`src/rtl/sel_dec_pkg.sv`:
```
package sel_dec_pkg;

    localparam int ADDR_W   = 16;
    localparam int PAGE_W   = 4;
    localparam int PORT_W   = 8;

    typedef enum logic [1:0] {
        CYC_IDLE  = 2'd0,
        CYC_MEM   = 2'd1,
        CYC_IO    = 2'd2,
        CYC_CLASH = 2'd3
    } bus_cyc_e;

    typedef struct packed {
        logic ram;
        logic rom;
    } mem_core_sel_s;

    function automatic bus_cyc_e classify_cycle(input logic mreq_n, input logic iorq_n);
        case ({mreq_n, iorq_n})
            2'b01:   return CYC_MEM;
            2'b10:   return CYC_IO;
            2'b00:   return CYC_CLASH;
            default: return CYC_IDLE;
        endcase
    endfunction

endpackage

```
`src/rtl/sel_overlay_flag.sv`:
```
module sel_overlay_flag
    import sel_dec_pkg::*;
#(
    parameter logic [PORT_W-1:0] DISARM_PORT = 8'hFF
) (
    input  logic              clk,
    input  logic              rst,
    input  bus_cyc_e          cyc,
    input  logic              wr_n,
    input  logic [PORT_W-1:0] port,
    output logic              overlay
);

    logic disarm;
    assign disarm = (cyc == CYC_IO) && !wr_n && (port == DISARM_PORT);

    always_ff @(posedge clk) begin
        if (rst)
            overlay <= 1'b1;
        else if (disarm)
            overlay <= 1'b0;
    end

    // a qualifying IO write clears the flag at that edge
    p_disarm_clears_r4: assert property (@(posedge clk) disable iff (rst)
        ((cyc == CYC_IO) && !wr_n && (port == DISARM_PORT)) |=> !overlay);

    // once clear, the flag stays clear until reset
    p_disarm_sticky_r4: assert property (@(posedge clk) disable iff (rst)
        !overlay |=> !overlay);

    // the flag falls only after an IO write to the disarm port
    p_only_port_write_r12: assert property (@(posedge clk) disable iff (rst)
        (overlay && !((cyc == CYC_IO) && !wr_n && (port == DISARM_PORT))) |=> overlay);

endmodule

```
`src/rtl/sel_mem_decode.sv`:
```
module sel_mem_decode
    import sel_dec_pkg::*;
#(
    parameter int                N_WIN     = 8,
    parameter logic [PAGE_W-1:0] BOOT_PAGE = 4'h0,
    parameter logic [PAGE_W-1:0] WIN_PAGE  = 4'hE,
    parameter logic [PAGE_W-1:0] ROM_PAGE  = 4'hF
) (
    input  bus_cyc_e                cyc,
    input  logic [ADDR_W-1:ADDR_W-PAGE_W-$clog2(N_WIN)] hi_addr,
    input  logic                    rd_n,
    input  logic                    overlay,
    output mem_core_sel_s           core_sel,
    output logic [N_WIN-1:0]        win_sel
);

    localparam int WIN_IDX_W = $clog2(N_WIN);
    localparam int PAGE_LSB  = ADDR_W - PAGE_W;

    logic [PAGE_W-1:0]    page;
    logic [WIN_IDX_W-1:0] win_idx;
    logic                 mem_cyc;
    logic                 boot_read;
    logic                 in_win;

    assign page      = hi_addr[ADDR_W-1:PAGE_LSB];
    assign win_idx   = hi_addr[PAGE_LSB-1:PAGE_LSB-WIN_IDX_W];
    assign mem_cyc   = (cyc == CYC_MEM);
    assign boot_read = overlay && !rd_n && (page == BOOT_PAGE);

    always_comb begin
        core_sel = '0;
        in_win   = 1'b0;
        if (mem_cyc) begin
            if (boot_read || page == ROM_PAGE)
                core_sel.rom = 1'b1;
            else if (page == WIN_PAGE)
                in_win = 1'b1;
            else
                core_sel.ram = 1'b1;
        end
    end

    for (genvar g = 0; g < N_WIN; g++) begin : g_win
        assign win_sel[g] = in_win && (win_idx == WIN_IDX_W'(g));
    end

endmodule

```
`src/rtl/sel_io_decode.sv`:
```
module sel_io_decode
    import sel_dec_pkg::*;
#(
    parameter int N_DEV      = 8,
    parameter int DEV_SPAN_W = 4
) (
    input  bus_cyc_e          cyc,
    input  logic [PORT_W-1:0] port,
    output logic [N_DEV-1:0]  dev_sel
);

    localparam int DEV_IDX_W = $clog2(N_DEV);
    localparam int FIELD_TOP = DEV_SPAN_W + DEV_IDX_W;

    logic [DEV_IDX_W-1:0] dev_idx;
    logic                 in_dev_range;

    assign dev_idx      = port[FIELD_TOP-1:DEV_SPAN_W];
    assign in_dev_range = (cyc == CYC_IO) && (port[PORT_W-1:FIELD_TOP] == '0);

    for (genvar g = 0; g < N_DEV; g++) begin : g_dev
        assign dev_sel[g] = in_dev_range && (dev_idx == DEV_IDX_W'(g));
    end

endmodule

```
`src/rtl/chip_select_decoder.sv`:
```
module chip_select_decoder
    import sel_dec_pkg::*;
#(
    parameter int N_WIN = 8,
    parameter int N_DEV = 8
) (
    input  logic              clk,
    input  logic              rst,
    input  logic [15:0]       addr,
    input  logic              mreq_n,
    input  logic              iorq_n,
    input  logic              rd_n,
    input  logic              wr_n,
    output logic              ram_sel_n,
    output logic              rom_sel_n,
    output logic [N_WIN-1:0]  win_sel_n,
    output logic [N_DEV-1:0]  port_sel_n
);

    localparam int WIN_LSB = ADDR_W - PAGE_W - $clog2(N_WIN);

    bus_cyc_e       cyc;
    logic           overlay;
    mem_core_sel_s  core_sel;
    logic [N_WIN-1:0] win_sel;
    logic [N_DEV-1:0] dev_sel;
    logic           unused_addr_bits;

    assign cyc              = classify_cycle(mreq_n, iorq_n);
    assign unused_addr_bits = ^addr[WIN_LSB-1:PORT_W];

    sel_overlay_flag #(.DISARM_PORT(8'hFF)) u_flag (
        .clk     (clk),
        .rst     (rst),
        .cyc     (cyc),
        .wr_n    (wr_n),
        .port    (addr[PORT_W-1:0]),
        .overlay (overlay)
    );

    sel_mem_decode #(.N_WIN(N_WIN)) u_mem (
        .cyc      (cyc),
        .hi_addr  (addr[ADDR_W-1:WIN_LSB]),
        .rd_n     (rd_n),
        .overlay  (overlay),
        .core_sel (core_sel),
        .win_sel  (win_sel)
    );

    sel_io_decode #(.N_DEV(N_DEV), .DEV_SPAN_W(4)) u_io (
        .cyc     (cyc),
        .port    (addr[PORT_W-1:0]),
        .dev_sel (dev_sel)
    );

    assign ram_sel_n  = ~core_sel.ram;
    assign rom_sel_n  = ~core_sel.rom;
    assign win_sel_n  = ~win_sel;
    assign port_sel_n = ~dev_sel;

    // never more than one select low
    p_exclusive_r11: assert property (@(posedge clk) disable iff (rst)
        $countones({~ram_sel_n, ~rom_sel_n, ~win_sel_n, ~port_sel_n}) <= 1);

    // idle and clashing requests select nothing
    p_no_request_r11: assert property (@(posedge clk) disable iff (rst)
        (mreq_n == iorq_n) |-> (&{ram_sel_n, rom_sel_n, win_sel_n, port_sel_n}));

    // memory selects need a lone memory request
    p_mem_gate_r8: assert property (@(posedge clk) disable iff (rst)
        !(!mreq_n && iorq_n) |-> (ram_sel_n && rom_sel_n && (&win_sel_n)));

    // device selects need a lone IO request
    p_io_gate_r9: assert property (@(posedge clk) disable iff (rst)
        !(mreq_n && !iorq_n) |-> (&port_sel_n));

    // top page is ROM in every state
    p_rom_high_r7: assert property (@(posedge clk) disable iff (rst)
        (!mreq_n && iorq_n && addr[15:12] == 4'hF) |-> !rom_sel_n);

    // non-read access to the boot page always lands in RAM
    p_low_write_ram_r3: assert property (@(posedge clk) disable iff (rst)
        (!mreq_n && iorq_n && rd_n && addr[15:12] == 4'h0) |-> !ram_sel_n);

    // upper half of IO space selects no device
    p_high_ports_r10: assert property (@(posedge clk) disable iff (rst)
        (!iorq_n && addr[7]) |-> (&port_sel_n));

endmodule

```
`config.mk`:
```
export PLATFORM = sky130hd
export DESIGN_NAME = chip_select_decoder
export DESIGN_NICKNAME = d
export VERILOG_FILES = /design/src/rtl/sel_dec_pkg.sv /design/src/rtl/sel_overlay_flag.sv /design/src/rtl/sel_mem_decode.sv /design/src/rtl/sel_io_decode.sv /design/src/rtl/chip_select_decoder.sv
export SDC_FILE = /design/constraint.sdc
export NUM_CORES = 1
export LEC_CHECK = 0
export BUFFER_PORTS_ARGS = -buffer_cell sky130_fd_sc_hd__buf_2
export CAP_MARGIN = 20
export CORE_AREA = 8 8 45 47
export DETAILED_ROUTE_END_ITERATION = 6
export DIE_AREA = 0 0 53 55
export GPL_TIMING_DRIVEN = 0
export MAX_ROUTING_LAYER = met4
export PLACE_DENSITY = 0.66
export SLEW_MARGIN = 20
export SYNTH_ARGS = -nofsm -noshare
export SYNTH_HDL_FRONTEND = slang
export SYNTH_SLANG_ARGS = --single-unit
```
`constraint.sdc`:
```
create_clock -name clk -period 0.9 [get_ports clk]
set_clock_uncertainty 0.15 [all_clocks]
set_input_delay 0 -clock clk [delete_from_list [all_inputs] [get_ports clk]]
set_output_delay 0 -clock clk [all_outputs]
set_load 0.005 [all_outputs]
```
# Yosys cells after proc, flatten, opt, wreduce, memory -nomap -nowiden
# Index checks and enable logic that the tools add are counted.
# op_classes
n_addsub	0
n_mul	0
div_mod_pow	0
n_lt_le_gt_ge	0
n_eq_ne	21
shift	0
muxes	8
bitwise_logic	5
n_reduce_logical	28
# ops
operator	count
$eq 3x3->1 const B	8
$logic_and 1x1->1	21
$not 8->8	2
$eq 3x2->1 const B	4
$eq 4x4->1 const B	2
$eq 8x8->1 const B	1
$eq 3x1->1 const B	2
$logic_not 3->1	2
$mux 1	6
$pmux 2 s3	1
$eq 2x1->1 const B	2
$eq 2x2->1 const B	2
$logic_not 4->1	1
$not 1->1	3
$logic_not 1->1	2
$logic_not 2->1	1
$mux 2	1
$logic_or 1x1->1	1
# totals
register_bits	1
latchBits	0
ram_bits	0
rom_bits	0
in_bits	22
wordCells	63
n_memories	0

# Depth between registers and ports, before layout
# depth
ltp_word	8
depth_mapped	3
ltp_nobuf	3

# Hierarchy
# From an unflattened synthesis, not the netlist that was laid out.
# unflattened
hier_cells	57
hier_area_um2	369.1
# by_module_without_submodules
module	n_inst	cells_per_inst	area_each_um2	seq_area_each_um2
sel_mem_decode	1	20	142.6	0.0
sel_io_decode	1	12	95.1	0.0
chip_select_decoder	1	20	75.1	0.0
sel_overlay_flag	1	5	56.3	20.0

# Worst setup path before layout
# OpenSTA, ideal clock, no wires.
# synth_path
path_kind	input to register
startpoint	input iorq_n
endpoint	register u_flag.overlay
setup_time_ns	0.122
arrival_time_ns	0.472
t_required_ns	0.628
setup_slack_ns	0.156
stages	2
path_buffers	0
cell_sequence	nand4b_1 > o32a_1
# synth_between
elab_chain_cells	5
word_cells_on_any_way	7
# synth_rtl
item	line	text
from (decl)	chip_select_decoder.sv:11	input logic iorq_n,
$eq 2x2->1 (tied with other cells)	sel_dec_pkg.sv:20	case ({mreq_n, iorq_n})
$pmux 2 s3 *	sel_dec_pkg.sv:20	
$eq 2x2->1 *	sel_overlay_flag.sv:15	assign disarm = (cyc == CYC_IO) && !wr_n && (port == DISARM_PORT);
$logic_and 1x1->1 * (2 in a row)	sel_overlay_flag.sv:15	
to (signal assigned)	sel_overlay_flag.sv:19	overlay <= 1'b1;
to (signal assigned)	sel_overlay_flag.sv:21	overlay <= 1'b0;
to (decl)	sel_overlay_flag.sv:11	output logic overlay
# Every way passes the cells marked *; elsewhere a longest branch is shown, timed or not.
# A chain may end at the register's enable or synchronous reset.

# Worst setup path after layout
# layout_path
startpoint	input mreq_n
endpoint	output win_sel_n[3]
# layout_between
elab_chain_cells	6
word_cells_on_any_way	8
# layout_rtl
item	line	text
from (decl)	chip_select_decoder.sv:10	input logic mreq_n,
$eq 2x2->1 (tied with other cells)	sel_dec_pkg.sv:20	
$pmux 2 s3 *	sel_dec_pkg.sv:20	
$eq 2x1->1 *	sel_mem_decode.sv:28	assign mem_cyc = (cyc == CYC_MEM);
$mux 1 *	sel_mem_decode.sv:34	if (mem_cyc) begin
$logic_and 1x1->1 *	sel_mem_decode.sv:45	assign win_sel[g] = in_win && (win_idx == WIN_IDX_W'(g));
$not 8->8 *	chip_select_decoder.sv:58	assign win_sel_n = ~win_sel;
to (decl)	chip_select_decoder.sv:16	output logic [N_WIN-1:0] win_sel_n,
# Marked as above.

==> results.sh <==
export IMPL_ys_ff_latch=1
export IMPL_drt_iter0_markers=1
export IMPL_worst_pin_slew_ns=0.294
export IMPL_outcome="finished with violations"
export IMPL_synthesis_nets=61
export IMPL_largest_registers="u_flag.overlay x1"
export IMPL_finalNetCount=103
export IMPL_core_um2=1380
export IMPL_clkTransAtPathRegs_ns=0
export IMPL_largest_reg_flops=1
export IMPL_hpwl_mm=1.03
export IMPL_seq_area_frac_synth_pct=7.02
export IMPL_synthesis_area_um2=285
export IMPL_routed_via_density=4.74
export IMPL_hold_viol_final=0
export IMPL_drt_pass1_iterations=2
export IMPL_final_setup_worst_slack_ns=-0.0602
export IMPL_yosysUniqueCellTypes=17
export IMPL_drive_gt1_share_pct=59.5
export IMPL_worstSetupEndpointType="output port"
export IMPL_design_area_um2=562
export IMPL_drv_slew=0
export IMPL_die_area_um2=2920
export IMPL_io_buffers=38
export IMPL_grt_antenna_before_repair=0
export IMPL_die_h_um=55
export IMPL_regMostFlops="u_flag.overlay"
export IMPL_grt_overflow=0
export IMPL_arrival_ns=0.81
export IMPL_ios=40
export IMPL_rr_startpoint="u_flag.overlay$_SDFFE_PP1P_"
export IMPL_min_path_type="input port to flip-flop"
export IMPL_vias=450
export IMPL_crit_chain="buf_6 -> nand2b_4 -> nor4_4 -> nand3_1 -> buf_2"
export IMPL_rows=14
export IMPL_clk_latency_ns=0
export IMPL_critPathMaxStageDelay_ns=0.32
export IMPL_ant_nets=0
export IMPL_ir_drop_mv=0.197
export IMPL_endpoint="win_sel_n[3]"
export IMPL_r2r_end="u_flag.overlay$_SDFFE_PP1P_"
export IMPL_min_period_over_period_pct=107
export IMPL_yosys_warnings=0
export IMPL_holdCritStartpoint="rst"
export IMPL_max_freq_mhz=1040
export IMPL_n_antenna_cell=0
export IMPL_rrSetupSlack_ns=0.19
export IMPL_fin_tns_setup_ns=-0.198
export IMPL_setup_violations=6
export IMPL_rsz0062_at_grt="yes"
export IMPL_critPathRequiredTime_ns=0.75
export IMPL_wl_per_cell_um=11.9
export IMPL_wirelength_mm=1.13
export IMPL_grt_pass1_wl_mm=1.85
export IMPL_grt_pass1_vias=451
export IMPL_nFillCells=142
export IMPL_area_growth_pct=96.9
export IMPL_grt_max_degree=7
export IMPL_syn_inst=39
export IMPL_startpoint="mreq_n"
export IMPL_violations="setup timing"
export IMPL_grt_use_total_pct=7.76
export IMPL_fin_crit_ns=0.960
export IMPL_cpMaxStageDelayCell="nor4_4"
export IMPL_power_density_nw_per_um2=354
export IMPL_crit_type="input port to output port"
export IMPL_power_leakage_nw=0.209
export IMPL_die_w_um=53
export IMPL_reg2reg_depth=1
export IMPL_max_slew_margin_rel_pct=80.3
export IMPL_initial_core_util_pct=20.6
export IMPL_gp_congestion=0.779
export IMPL_critPathMaxFanout=4
export IMPL_place_area_um2=495
export IMPL_worstSetupStartpointType="input port"
export IMPL_route_detailed_drc=0
export IMPL_avgSynthCellArea_um2=7.31
export IMPL_cap_violations=0
-- worst min path at each step --
stage	end	slack (ns)	depth (start not counted)
after floorplan	port_sel_n[3]	-0.09	1
after global placement	u_flag.overlay$_SDFFE_PP1P_	0.09	2
after detailed placement	u_flag.overlay$_SDFFE_PP1P_	0.1	2
after CTS	u_flag.overlay$_SDFFE_PP1P_	0.1	2
after global routing	u_flag.overlay$_SDFFE_PP1P_	0.12	2
final	u_flag.overlay$_SDFFE_PP1P_	0.09	2
-- layout make-up --
cell class                      instances  area (µm²)  share of cell area [%]
Multi-Input combinational cell         37         278                    49.4
Inverter                                1        3.75                   0.668
Sequential cell                         1        20.0                    3.56
Timing Repair Buffer                   40         240                    42.8
Tap cell                               16        20.0                    3.56
-- critical path: cells and delay by family --
family	cells	cell delay, ns
buf+inv	2	0.23
simple gates	3	0.58
-- routing by layer --
metal / track usage (%) / wire [µm]
met2: 12.9 / 436
met4: 0 / 0
met3: 2.67 / 211
met5: - / 0
met1: 9.38 / 485
-- cell usage after synthesis --
master	count	area share [%]
nand2_1	12	16
nand3_1	4	7.0
nor2b_1	4	8.8
nand4b_1	3	9.2
nand3b_1	2	5.3
nor2_1	2	2.6
nor4_4	2	15
a21o_1	1	2.6
and4bb_2	1	4.4
dfxtp_1	1	7.0
inv_1	1	1.3
nand2b_1	1	2.2
nand3_2	1	3.5
nand4_1	1	2.2
nor4_2	1	4.4
nor4b_2	1	5.3
o32a_1	1	3.5
-- cells by family after synthesis --
logic type,Yosys count,synth area share (%)
compound gates,2,6.14
buf+inv,1,1.31
flops,1,7.02
simple gates,35,85.5
-- layout by cell type, fill, tap and decap left out, types with 2 or more instances in the layout --
master	count
buf_6	4
nor2_1	2
buf_4	2
nor4_4	2
buf_2	33
nor2b_1	4
nand3_1	4
nand4b_1	3
nand3b_1	2
nand2_1	12
-- repair_timing --
| action | in CTS | in global routing |
|---|---|---|
| hold buffers | 0 | 0 |
| endpoints found under the setup margin | 15 | 12 |
| setup buffers | 2 | 1 |
| pin swaps | 9 | 9 |
| gates resized for setup | 8 | 3 |
-- power by group --
group	internal, mW	switching [mW]
clock network	0	0
logic	0.0832	0.0702
registers	0.0453	0.0000166
-- per-stage QoR --
stage	hold WS, ns	instances	power (mW)	util, %	setup WS, ns
floorplan	-0.0914	39	0.0890	-	0.156
detailed placement	0.0971	93	0.170	35.8	-0.116
global route	0.122	95	0.214	40.6	-0.146
CTS	0.0973	95	0.194	39.6	-0.0734
finish	0.0916	95	0.199	40.6	-0.0602
global placement	0.0879	93	0.166	35.8	-0.0992
Power figures use the tool's default switching activity.
